`config.mk`:
```
export PLATFORM = sky130hd
export DESIGN_NAME = mbx_cmd_sequencer
export DESIGN_NICKNAME = d
export VERILOG_FILES = /design/src/rtl/mbx_seq_pkg.sv /design/src/rtl/mbx_evt_pend.sv /design/src/rtl/mbx_cmd_lut.sv /design/src/rtl/mbx_seq_core.sv /design/src/rtl/mbx_cmd_sequencer.sv
export SDC_FILE = /design/constraint.sdc
export NUM_CORES = 1
export LEC_CHECK = 0
export ABC_AREA = 1
export BUFFER_PORTS_ARGS = -buffer_cell sky130_fd_sc_hd__buf_2
export CORE_MARGIN = 2
export CORE_UTILIZATION = 51
export DETAILED_ROUTE_END_ITERATION = 8
export HOLD_SLACK_MARGIN = 0.1
export PLACE_DENSITY_LB_ADDON = 0.15
export SLEW_MARGIN = 10
export SYNTH_ARGS = -nofsm -noshare
export SYNTH_HDL_FRONTEND = slang
export SYNTH_SLANG_ARGS = --single-unit
```
`constraint.sdc`:
```
create_clock -name clk -period 3.4 [get_ports clk]
set_input_delay 0.34 -clock clk [delete_from_list [all_inputs] [get_ports clk]]
set_output_delay 0.34 -clock clk [all_outputs]
set_load 0.005 [all_outputs]
```
`src/rtl/mbx_seq_pkg.sv`:
```
package mbx_seq_pkg;
  typedef enum logic [2:0] {
    SQ_DISPATCH,
    SQ_FLUSH,
    SQ_TAKE,
    SQ_STEP,
    SQ_SEND
  } sq_state_e;
endpackage

```
`src/rtl/mbx_evt_pend.sv`:
```
module mbx_evt_pend (
  input  logic clk,
  input  logic rst_n,
  input  logic ibf_evt_i,
  input  logic obf_evt_i,
  input  logic obf_en_i,
  input  logic ibf_take_i,
  input  logic obf_take_i,
  input  logic obf_drop_i,
  output logic ibf_pend_o,
  output logic obf_pend_o
);
  logic ibf_q, obf_q;

  always_ff @(posedge clk or negedge rst_n) begin
    if (!rst_n) begin
      ibf_q <= 1'b0;
      obf_q <= 1'b0;
    end else begin
      ibf_q <= (ibf_q & ~ibf_take_i) | ibf_evt_i;
      obf_q <= ((obf_q & ~obf_take_i) | (obf_evt_i & obf_en_i)) & ~obf_drop_i;
    end
  end

  assign ibf_pend_o = ibf_q;
  assign obf_pend_o = obf_q;

  // a latched input event persists until served
  a_r10_ibf_held: assert property (@(posedge clk) disable iff (!rst_n)
    (ibf_q && !ibf_take_i) |=> ibf_q);
  // an output event arriving while disabled is not latched
  a_r10_obf_gated: assert property (@(posedge clk) disable iff (!rst_n)
    (!obf_q && !obf_en_i) |=> !obf_q);
endmodule

```
`src/rtl/mbx_cmd_lut.sv`:
```
module mbx_cmd_lut #(
  parameter int CMD_W    = 8,
  parameter int NUM_CMDS = 16,
  parameter int CNT_W    = 4,
  parameter logic [NUM_CMDS*2*CNT_W-1:0] CMD_TABLE = '0
) (
  input  logic [CMD_W-1:0] code_i,
  output logic             known_o,
  output logic [CNT_W-1:0] rx_cnt_o,
  output logic [CNT_W-1:0] tx_cnt_o
);
  localparam int IDX_W = (NUM_CMDS > 1) ? $clog2(NUM_CMDS) : 1;
  localparam int ENT_W = 2 * CNT_W;

  logic [CNT_W-1:0] rx_tab [NUM_CMDS];
  logic [CNT_W-1:0] tx_tab [NUM_CMDS];
  logic [IDX_W-1:0] idx;

  for (genvar g = 0; g < NUM_CMDS; g++) begin : g_ent
    assign tx_tab[g] = CMD_TABLE[g*ENT_W +: CNT_W];
    assign rx_tab[g] = CMD_TABLE[g*ENT_W+CNT_W +: CNT_W];
  end

  assign idx     = code_i[IDX_W-1:0];
  assign known_o = (int'(code_i) < NUM_CMDS);

  always_comb begin
    rx_cnt_o = '0;
    tx_cnt_o = '0;
    if (known_o) begin
      rx_cnt_o = rx_tab[idx];
      tx_cnt_o = tx_tab[idx];
    end
  end
endmodule

```
`src/rtl/mbx_seq_core.sv`:
```
module mbx_seq_core
  import mbx_seq_pkg::*;
#(
  parameter int CMD_W = 8,
  parameter int CNT_W = 4
) (
  input  logic             clk,
  input  logic             rst_n,
  input  logic             ibf_pend_i,
  input  logic             obf_pend_i,
  output logic             ibf_take_o,
  output logic             obf_take_o,
  output logic             obf_drop_o,
  input  logic             mb_cmd_i,
  input  logic [CMD_W-1:0] mb_byte_i,
  input  logic             mb_obf_flag_i,
  input  logic             lut_known_i,
  input  logic [CNT_W-1:0] lut_rx_i,
  input  logic [CNT_W-1:0] lut_tx_i,
  output logic             clr_ibf_o,
  output logic             clr_obf_o,
  output logic             load_obf_o,
  output logic [CMD_W-1:0] out_byte_o,
  output logic             obf_en_o,
  output logic             rx_valid_o,
  input  logic             rx_ready_i,
  output logic             rx_is_cmd_o,
  output logic [CMD_W-1:0] rx_byte_o,
  input  logic             tx_valid_i,
  output logic             tx_ready_o,
  input  logic [CMD_W-1:0] tx_byte_i,
  output logic             busy_o
);
  localparam logic [CNT_W-1:0] CNT_ONE = CNT_W'(1);

  sq_state_e        state_q, state_d;
  logic [CNT_W-1:0] rem_rx_q, rem_rx_d;
  logic [CNT_W-1:0] rem_tx_q, rem_tx_d;
  logic             obf_en_q, obf_en_d;

  always_ff @(posedge clk or negedge rst_n) begin
    if (!rst_n) begin
      state_q  <= SQ_DISPATCH;
      rem_rx_q <= '0;
      rem_tx_q <= '0;
      obf_en_q <= 1'b0;
    end else begin
      state_q  <= state_d;
      rem_rx_q <= rem_rx_d;
      rem_tx_q <= rem_tx_d;
      obf_en_q <= obf_en_d;
    end
  end

  always_comb begin
    state_d    = state_q;
    rem_rx_d   = rem_rx_q;
    rem_tx_d   = rem_tx_q;
    obf_en_d   = obf_en_q;
    ibf_take_o = 1'b0;
    obf_take_o = 1'b0;
    obf_drop_o = 1'b0;
    clr_ibf_o  = 1'b0;
    clr_obf_o  = 1'b0;
    load_obf_o = 1'b0;
    rx_valid_o = 1'b0;
    tx_ready_o = 1'b0;
    unique case (state_q)
      SQ_DISPATCH: begin
        if (ibf_pend_i) begin
          ibf_take_o = 1'b1;
          state_d    = SQ_FLUSH;
        end else if (obf_pend_i) begin
          obf_take_o = 1'b1;
          state_d    = SQ_STEP;
        end
      end
      SQ_FLUSH: begin
        if (mb_cmd_i) begin
          rem_rx_d   = '0;
          rem_tx_d   = '0;
          obf_en_d   = 1'b0;
          obf_drop_o = 1'b1;
          clr_obf_o  = mb_obf_flag_i;
        end
        state_d = SQ_TAKE;
      end
      SQ_TAKE: begin
        if (mb_cmd_i) begin
          rx_valid_o = 1'b1;
          if (rx_ready_i) begin
            clr_ibf_o = 1'b1;
            rem_rx_d  = lut_known_i ? lut_rx_i : '0;
            rem_tx_d  = lut_known_i ? lut_tx_i : '0;
            state_d   = SQ_STEP;
          end
        end else if (rem_rx_q != '0) begin
          rx_valid_o = 1'b1;
          if (rx_ready_i) begin
            clr_ibf_o = 1'b1;
            rem_rx_d  = rem_rx_q - CNT_ONE;
            state_d   = SQ_STEP;
          end
        end else begin
          clr_ibf_o = 1'b1;
          state_d   = SQ_DISPATCH;
        end
      end
      SQ_STEP: begin
        if (rem_rx_q != '0) begin
          obf_en_d = 1'b0;
          state_d  = SQ_DISPATCH;
        end else if (rem_tx_q != '0) begin
          state_d = SQ_SEND;
        end else begin
          obf_en_d = 1'b0;
          state_d  = SQ_DISPATCH;
        end
      end
      SQ_SEND: begin
        tx_ready_o = 1'b1;
        if (tx_valid_i) begin
          load_obf_o = 1'b1;
          rem_tx_d   = rem_tx_q - CNT_ONE;
          obf_en_d   = (rem_tx_q != CNT_ONE);
          state_d    = SQ_DISPATCH;
        end
      end
      default: state_d = SQ_DISPATCH;
    endcase
  end

  assign out_byte_o  = tx_byte_i;
  assign rx_is_cmd_o = mb_cmd_i;
  assign rx_byte_o   = mb_byte_i;
  assign obf_en_o    = obf_en_q;
  assign busy_o      = (rem_rx_q != '0) || (rem_tx_q != '0);

  // a stalled receive item stays offered and unchanged
  a_r4_rx_hold: assert property (@(posedge clk) disable iff (!rst_n)
    (rx_valid_o && !rx_ready_i) |=> (rx_valid_o && $stable(rx_byte_o) && $stable(rx_is_cmd_o)));
  // output interrupt stays off while host data is awaited
  a_r8_rx_wait_quiet: assert property (@(posedge clk) disable iff (!rst_n)
    (state_q == SQ_DISPATCH && rem_rx_q != '0) |-> !obf_en_q);
  // parked between sends means the output interrupt is on
  a_r7_send_wait_armed: assert property (@(posedge clk) disable iff (!rst_n)
    (state_q == SQ_DISPATCH && rem_rx_q == '0 && rem_tx_q != '0) |-> obf_en_q);
  // a load is never followed at once by another
  a_r11_single_load: assert property (@(posedge clk) disable iff (!rst_n)
    load_obf_o |=> !load_obf_o);
  // after the last byte is loaded the command is finished
  a_r6_last_idle: assert property (@(posedge clk) disable iff (!rst_n)
    (load_obf_o && rem_tx_q == CNT_ONE) |=> (!obf_en_q && !busy_o));
endmodule

```
`src/rtl/mbx_cmd_sequencer.sv`:
```
module mbx_cmd_sequencer #(
  parameter int CMD_W    = 8,
  parameter int NUM_CMDS = 16,
  parameter int CNT_W    = 4,
  parameter logic [NUM_CMDS*2*CNT_W-1:0] CMD_TABLE =
    128'h0000_0000_0000_0000_0000_1122_1003_0100
) (
  input  logic             clk,
  input  logic             rst_n,
  input  logic             mb_ibf_evt_i,
  input  logic             mb_obf_evt_i,
  input  logic             mb_cmd_i,
  input  logic [CMD_W-1:0] mb_byte_i,
  input  logic             mb_obf_flag_i,
  output logic             mb_clr_ibf_o,
  output logic             mb_clr_obf_o,
  output logic             mb_load_obf_o,
  output logic [CMD_W-1:0] mb_out_byte_o,
  output logic             ibf_irq_en_o,
  output logic             obf_irq_en_o,
  output logic             rx_valid_o,
  input  logic             rx_ready_i,
  output logic             rx_is_cmd_o,
  output logic [CMD_W-1:0] rx_byte_o,
  input  logic             tx_valid_i,
  output logic             tx_ready_o,
  input  logic [CMD_W-1:0] tx_byte_i,
  output logic             cmd_busy_o
);
  logic             ibf_pend, obf_pend, ibf_take, obf_take, obf_drop;
  logic             lut_known;
  logic [CNT_W-1:0] lut_rx, lut_tx;
  logic             ibf_en_q;

  always_ff @(posedge clk or negedge rst_n) begin
    if (!rst_n) ibf_en_q <= 1'b0;
    else        ibf_en_q <= 1'b1;
  end
  assign ibf_irq_en_o = ibf_en_q;

  mbx_evt_pend u_pend (
    .clk        (clk),
    .rst_n      (rst_n),
    .ibf_evt_i  (mb_ibf_evt_i & ibf_en_q),
    .obf_evt_i  (mb_obf_evt_i),
    .obf_en_i   (obf_irq_en_o),
    .ibf_take_i (ibf_take),
    .obf_take_i (obf_take),
    .obf_drop_i (obf_drop),
    .ibf_pend_o (ibf_pend),
    .obf_pend_o (obf_pend)
  );

  mbx_cmd_lut #(
    .CMD_W    (CMD_W),
    .NUM_CMDS (NUM_CMDS),
    .CNT_W    (CNT_W),
    .CMD_TABLE(CMD_TABLE)
  ) u_lut (
    .code_i  (mb_byte_i),
    .known_o (lut_known),
    .rx_cnt_o(lut_rx),
    .tx_cnt_o(lut_tx)
  );

  mbx_seq_core #(
    .CMD_W(CMD_W),
    .CNT_W(CNT_W)
  ) u_core (
    .clk          (clk),
    .rst_n        (rst_n),
    .ibf_pend_i   (ibf_pend),
    .obf_pend_i   (obf_pend),
    .ibf_take_o   (ibf_take),
    .obf_take_o   (obf_take),
    .obf_drop_o   (obf_drop),
    .mb_cmd_i     (mb_cmd_i),
    .mb_byte_i    (mb_byte_i),
    .mb_obf_flag_i(mb_obf_flag_i),
    .lut_known_i  (lut_known),
    .lut_rx_i     (lut_rx),
    .lut_tx_i     (lut_tx),
    .clr_ibf_o    (mb_clr_ibf_o),
    .clr_obf_o    (mb_clr_obf_o),
    .load_obf_o   (mb_load_obf_o),
    .out_byte_o   (mb_out_byte_o),
    .obf_en_o     (obf_irq_en_o),
    .rx_valid_o   (rx_valid_o),
    .rx_ready_i   (rx_ready_i),
    .rx_is_cmd_o  (rx_is_cmd_o),
    .rx_byte_o    (rx_byte_o),
    .tx_valid_i   (tx_valid_i),
    .tx_ready_o   (tx_ready_o),
    .tx_byte_i    (tx_byte_i),
    .busy_o       (cmd_busy_o)
  );

  // flush and release never share a cycle
  a_r3_no_clr_pair: assert property (@(posedge clk) disable iff (!rst_n)
    !(mb_clr_obf_o && mb_clr_ibf_o));
  // only a command byte can discard the output register
  a_r2_flush_on_cmd: assert property (@(posedge clk) disable iff (!rst_n)
    mb_clr_obf_o |-> mb_cmd_i);
  // a load only happens inside a return-stream handshake
  a_r11_load_hs: assert property (@(posedge clk) disable iff (!rst_n)
    mb_load_obf_o |-> (tx_valid_i && tx_ready_o));
endmodule

```
Yosys cells after proc, flatten, opt, wreduce, memory -nomap -nowiden:

Memory sizes are Yosys's and may differ from the RTL's.
Index checks and enable logic that the tools add are counted.

* bits in registers: 15
* bits in read-only memories: 128
* bits of input ports: 24
* output and inout port bits: 25
* word-level logic and storage cells: 96
* memories kept: 2

Memories
* (name not given): words 16, bits a word 4, rd ports 1, clocked after memory_dff 0, wr ports 0, RTL line mbx_cmd_lut.sv:31 `rx_cnt_o = rx_tab[idx];`
* (name not given): words 16, bits a word 4, rd ports 1, clocked after memory_dff 0, wr ports 0, RTL line mbx_cmd_lut.sv:32 `tx_cnt_o = tx_tab[idx];`

* $add $sub $neg: 2
* order comparisons: 2
* eq/ne operators: 12
* mux-type cells: 49
* bitwise operators: 11
* reduce and logical (&&, ||, !) cells: 11

Operators by type and width (count)
* 4-bit 2-to-1 mux: 14
* 3-bit 2-to-1 mux: 8
* 1-bit 2-to-1 mux: 23
* 3-bit case mux with 5 select lines: 1
* 4-bit case mux with 3 select lines: 1
* 8-bit by 5-bit < comparator with 1-bit output, second input constant: 1
* 2-bit != test, second input constant: 4
* 4-bit case mux with 2 select lines: 1
* 4-bit AND reduction: 2
* 4-bit nonzero test: 2
* 4-bit by 1-bit subtractor with 4-bit output, second input constant: 2
* 3-bit by 2-bit == test with 1-bit output, second input constant: 2
* 3-bit by 2-bit != test with 1-bit output, second input constant: 2
* 3-bit nonzero test: 2
* 1-bit bitwise AND: 5
* 5-bit greater-or-equal comparator, second input constant: 1
* 4-bit NOT with 5-bit output: 1
* 5-bit AND reduction: 1
* 4-bit by 1-bit != test with 1-bit output, second input constant: 1
* 3-bit by 1-bit == test with 1-bit output, second input constant: 1
* 3-bit == test, second input constant: 1
* 3-bit zero test: 1
* 3-bit by 1-bit != test with 1-bit output, second input constant: 1
* 1-bit NOT: 3
* other kinds (5): 6

Longest topological paths before layout:

* word-level depth: 8
* depth in mapped cells: 10
* gate-level depth less buffers: 10

Hierarchy:

Synthesis repeated with hierarchy kept, for this count alone.

* cells, all modules: 216
* area total of the unflattened synthesis: 1422.6 sq um

Modules (own cells, without submodules)
* mbx_seq_core: instances 1, cells an instance 172, area an instance 1116.1 sq um, seq. area each 300.3 sq um
* mbx_cmd_lut: instances 1, cells an instance 32, area an instance 188.9 sq um, seq. area each 0.0 sq um
* mbx_evt_pend: instances 1, cells an instance 8, area an instance 81.3 sq um, seq. area each 50.0 sq um
* mbx_cmd_sequencer: instances 1, cells an instance 4, area an instance 36.3 sq um, seq. area each 25.0 sq um

Worst setup path before layout:

Ideal clock, no wire load.

* path type: register to register
* start: register u_core.rem_rx_q[0]
* end: register u_core.rem_rx_q[1]
* setup time: 116 ps
* arrival: 1127 ps
* data required time: 3284 ps
* slack: 2157 ps
* stages on the path, launching flop included: 10
* buffers on the path: 0
* clock period less this slack: 1243 ps
* cell sequence: dfrtp_1 > inv_1 > ha_1 > nand3_1 > nand2_2 > nand2_1 > nand2_2 > inv_2 > nand2_1 > nand2_1

* cells in the longest elaborated chain, start to end: 5
* elaborated cells between the ends (all ways): 8
* those cells by class: 1 x add/sub; 1 x eq/ne; 4 x mux; 2 x reduce/logical

Ends and longest elaborated chain
* start, declared: RTL line mbx_seq_core.sv:37 `logic [CNT_W-1:0] rem_rx_q, rem_rx_d;`
* start signal, assigned: RTL line mbx_seq_core.sv:49 `rem_rx_q <= rem_rx_d;`
* 4-bit by 1-bit subtractor with 4-bit output: RTL line mbx_seq_core.sv:101 `rem_rx_d = rem_rx_q - CNT_ONE;`
* 4-bit 2-to-1 mux: RTL line mbx_seq_core.sv:99 `if (rx_ready_i) begin`
* 4-bit 2-to-1 mux: RTL line mbx_seq_core.sv:97 `end else if (rem_rx_q != '0) begin`
* 4-bit 2-to-1 mux: RTL line mbx_seq_core.sv:89 `if (mb_cmd_i) begin`
* 4-bit case mux with 2 select lines: RTL line mbx_seq_core.sv:68 `unique case (state_q)`

Parallel ways exist; a longest one is shown, timed or not. The select of a mux whose other input is x is not followed.
A chain may end at the register's enable or synchronous reset.

Worst setup path after layout:

* start: register u_core.rem_rx_q[0]
* end: output cmd_busy_o

* cells in the longest elaborated chain, start to end: 2

Ends and longest elaborated chain
* 4-bit nonzero test: RTL line mbx_seq_core.sv:137 `assign busy_o = (rem_rx_q != '0) || (rem_tx_q != '0);`
* 1-bit logical OR: RTL line mbx_seq_core.sv:137
* end, declared: RTL line mbx_cmd_sequencer.sv:28 `output logic cmd_busy_o`

Every way passes these cells.

==> qor.csv <==
metric,value,unit
period_share,51.3,%
worstPathArrival,1.41,ns
status,completed,
ant_nets,0,
worstHoldPathType,in -> reg,
pre_cts_slack,1.97,ns
finalCriticalPeriod,1.75,ns
synthFlopType,dfrtp_1,
rsz0062_at_grt,no,
setup_viol,0,
synthDistinctLibCells,22,
n_antenna_cell,0,
power_density,593,nW/um^2
core,2410,sq um
final-instance-count-excl-fill,238,
dieHeight,53.7,um
multi_input_area,658,sq um
die_area,2880,sq um
start_util,52.2,%
placed_cells,233,
globalplace.congestion,0.791,
synth_area,1260,sq um
cp_num_buf_inv,2,
whs,0.262,ns
clkLatencyLatePin,0.29,ns
area_delta_synth_final,8.55,%
path_delay_family,flip-flops,
overflow,0,
synth_top_area_share,29.8,%
fin_area,1370,sq um
critPathMaxStageDelay,0.38,ns
dr.first_iter.drc_count,15,
synth_edf_count,0,
startpoint_type,flip-flop,
path_max_fanout,5,
drive_above_1_share,24.5,%
post_drt_wl_per_cell,10.8,um
num_rows,18,
ios,49,
synth_fp_nets,221,
setup_slack,1.65,ns
dpl.hpwl,2.10,mm
seq_area_frac_synth,29.8,%
final_util,56.7,%
synth_common_cells,"nand2_1 (52), nor2_1 (25), inv_1 (19)",
cts_buffer_depth,2,
synthTopCellsByArea,"dfrtp_1 (30%), nand2_1 (16%), buf_4 (10%)",
cpMaxStageDelayCell,dfrtp_1,
path_clk_slew,0.09,ns
drc,0,
first_global_vias,973,
postPlaceCellArea,1330,sq um
fin_tns_setup,0,ns
vias_per_cell,4.84,
num-nets-final,242,
async_flop_share,100,%
clock-sinks,15,
ys_warn_count,0,
ctsResizeCount,0,
irDropWorstVdd,351,uV
cts-htree-levels,1,
fp.dieW,53.7,um
final-seq-area,375,sq um
fmax,573,MHz
portBuffers,32,
avgSynthCellArea,6.70,sq um
antenna_found_initial,0,
drv_cap,0,
finalHoldViolations,0,
first_pass_iters,4,
yosysMostFrequentCell,nand2_1,
postSynthCellCount,188,
clock-root-buffer,clkbuf_4,
finalPower,811,uW
cts_tree,built,
numCtsBuffers,3,
fin_skew,0.00541,ns
crit_required,3.06,ns
routed_wl,2.57,mm
yosys_register_bits,15,
grt_usage,19.1,%
p_leak,0.828,nW
fillCellCount,243,
grt_pass1_wl,3.93,mm
vias,1151,
final_max_slew_viol_count,0,
crit_type,reg -> out,
cp-end-kind,output port,
grt_max_degree,16,
yosysTopAreaCell,dfrtp_1,
crit_chain,"inv_1, ha_1, nand2_1, nor2_1, nand3_1, buf_2",
## sequential cells by signal, summed over array words and instances, names as in the netlist
register,cells
u_core.rem_rx_q,4
u_pend.obf_pend_o,1
u_core.state_q,3
ibf_irq_en_o,1
u_pend.ibf_pend_o,1
u_core.obf_en_o,1
u_core.rem_tx_q,4
## timing repair
action / 4_1_cts / 5_1_grt
hold endpoints to repair: 15 / 0
setup endpoints to repair: 0 / 0
hold buffers: 1 / 0
setup buffers: 0 / 0
## placed cells by master, fill, tap and decap left out
master	instances
dlygate4sd3_1	1
nand2_2	3
xor2_1	1
nand4_1	3
nor2_2	1
nand3_2	2
nand3_1	16
a21oi_1	5
dfrtp_1	15
inv_2	7
nand2_1	52
nor2_1	25
inv_1	19
or2_1	1
clkinv_2	1
ha_1	9
clkbuf_4	3
buf_2	32
o21ai_1	3
or2_2	1
nand3b_1	1
conb_1	1
o21ai_0	4
xnor2_1	1
nor2_4	1
## metal layers
layer  GRT usage, %  vias to the layer above  wire (um)
met5              0                        -          0
met4           9.83                        0         44
met3           3.06                        5         90
met1           24.1                      521       1190
li1               -                      604          -
met2           31.1                       21       1240
## where the power goes
group	leakage [nW]	switching (mW)	internal (mW)	total, mW
Clock	0.0177	0.0604	0.0438	0.104
Sequential	0.200	0.0384	0.215	0.253
Combinational	0.610	0.289	0.164	0.453
Total	0.828	0.388	0.423	0.811
## worst paths after layout
path | from | end | slack, ns | depth (start not counted)
worst max-delay path | u_core.rem_rx_q[0] | cmd_busy_o | 1.65 | 6
worst max register to register | u_core.rem_rx_q[0] | u_core.rem_rx_q[0] | 2.04 | 9
worst min-delay path | mb_ibf_evt_i | u_pend.ibf_pend_o | 0.26 | 3
max in group asynchronous | rst_n | u_core.rem_tx_q[1] | 2.65 | 2
worst min register to register | u_core.rem_rx_q[0] | u_core.rem_rx_q[0] | 0.49 | 2
min in group asynchronous | rst_n | u_core.state_q[1] | 0.48 | 2
## worst register-to-register path, cell delays in order (launching register included)
cell and delay, ns:
dfrtp_1 0.38, inv_1 0.13, ha_1 0.18, nand3_1 0.11, nand2_2 0.10, nand2_1 0.06
nand2_2 0.15, inv_2 0.05, nand2_1 0.05, nand2_1 0.05
## area by class of cell
cell class | instances | area share [%]
inverter | 26 | 7.14
timing repair buffer | 33 | 12.5
tap | 30 | 2.75
sequential | 15 | 27.5
clock inverter | 1 | 0.366
multi-input combinational | 130 | 48.2
clock buffer | 3 | 1.65
## cell families after synthesis
family / synth area share (%)
other: 0.298
xor gates and xnor gates: 1.39
and+or+nand+nor: 36.9
adders and majority gates: 8.95
AOI/OAI and AO/OA: 4.77
buffers and inverters: 17.9
DFF: 29.8
No activity file was read; power rests on OpenSTA's default activity.
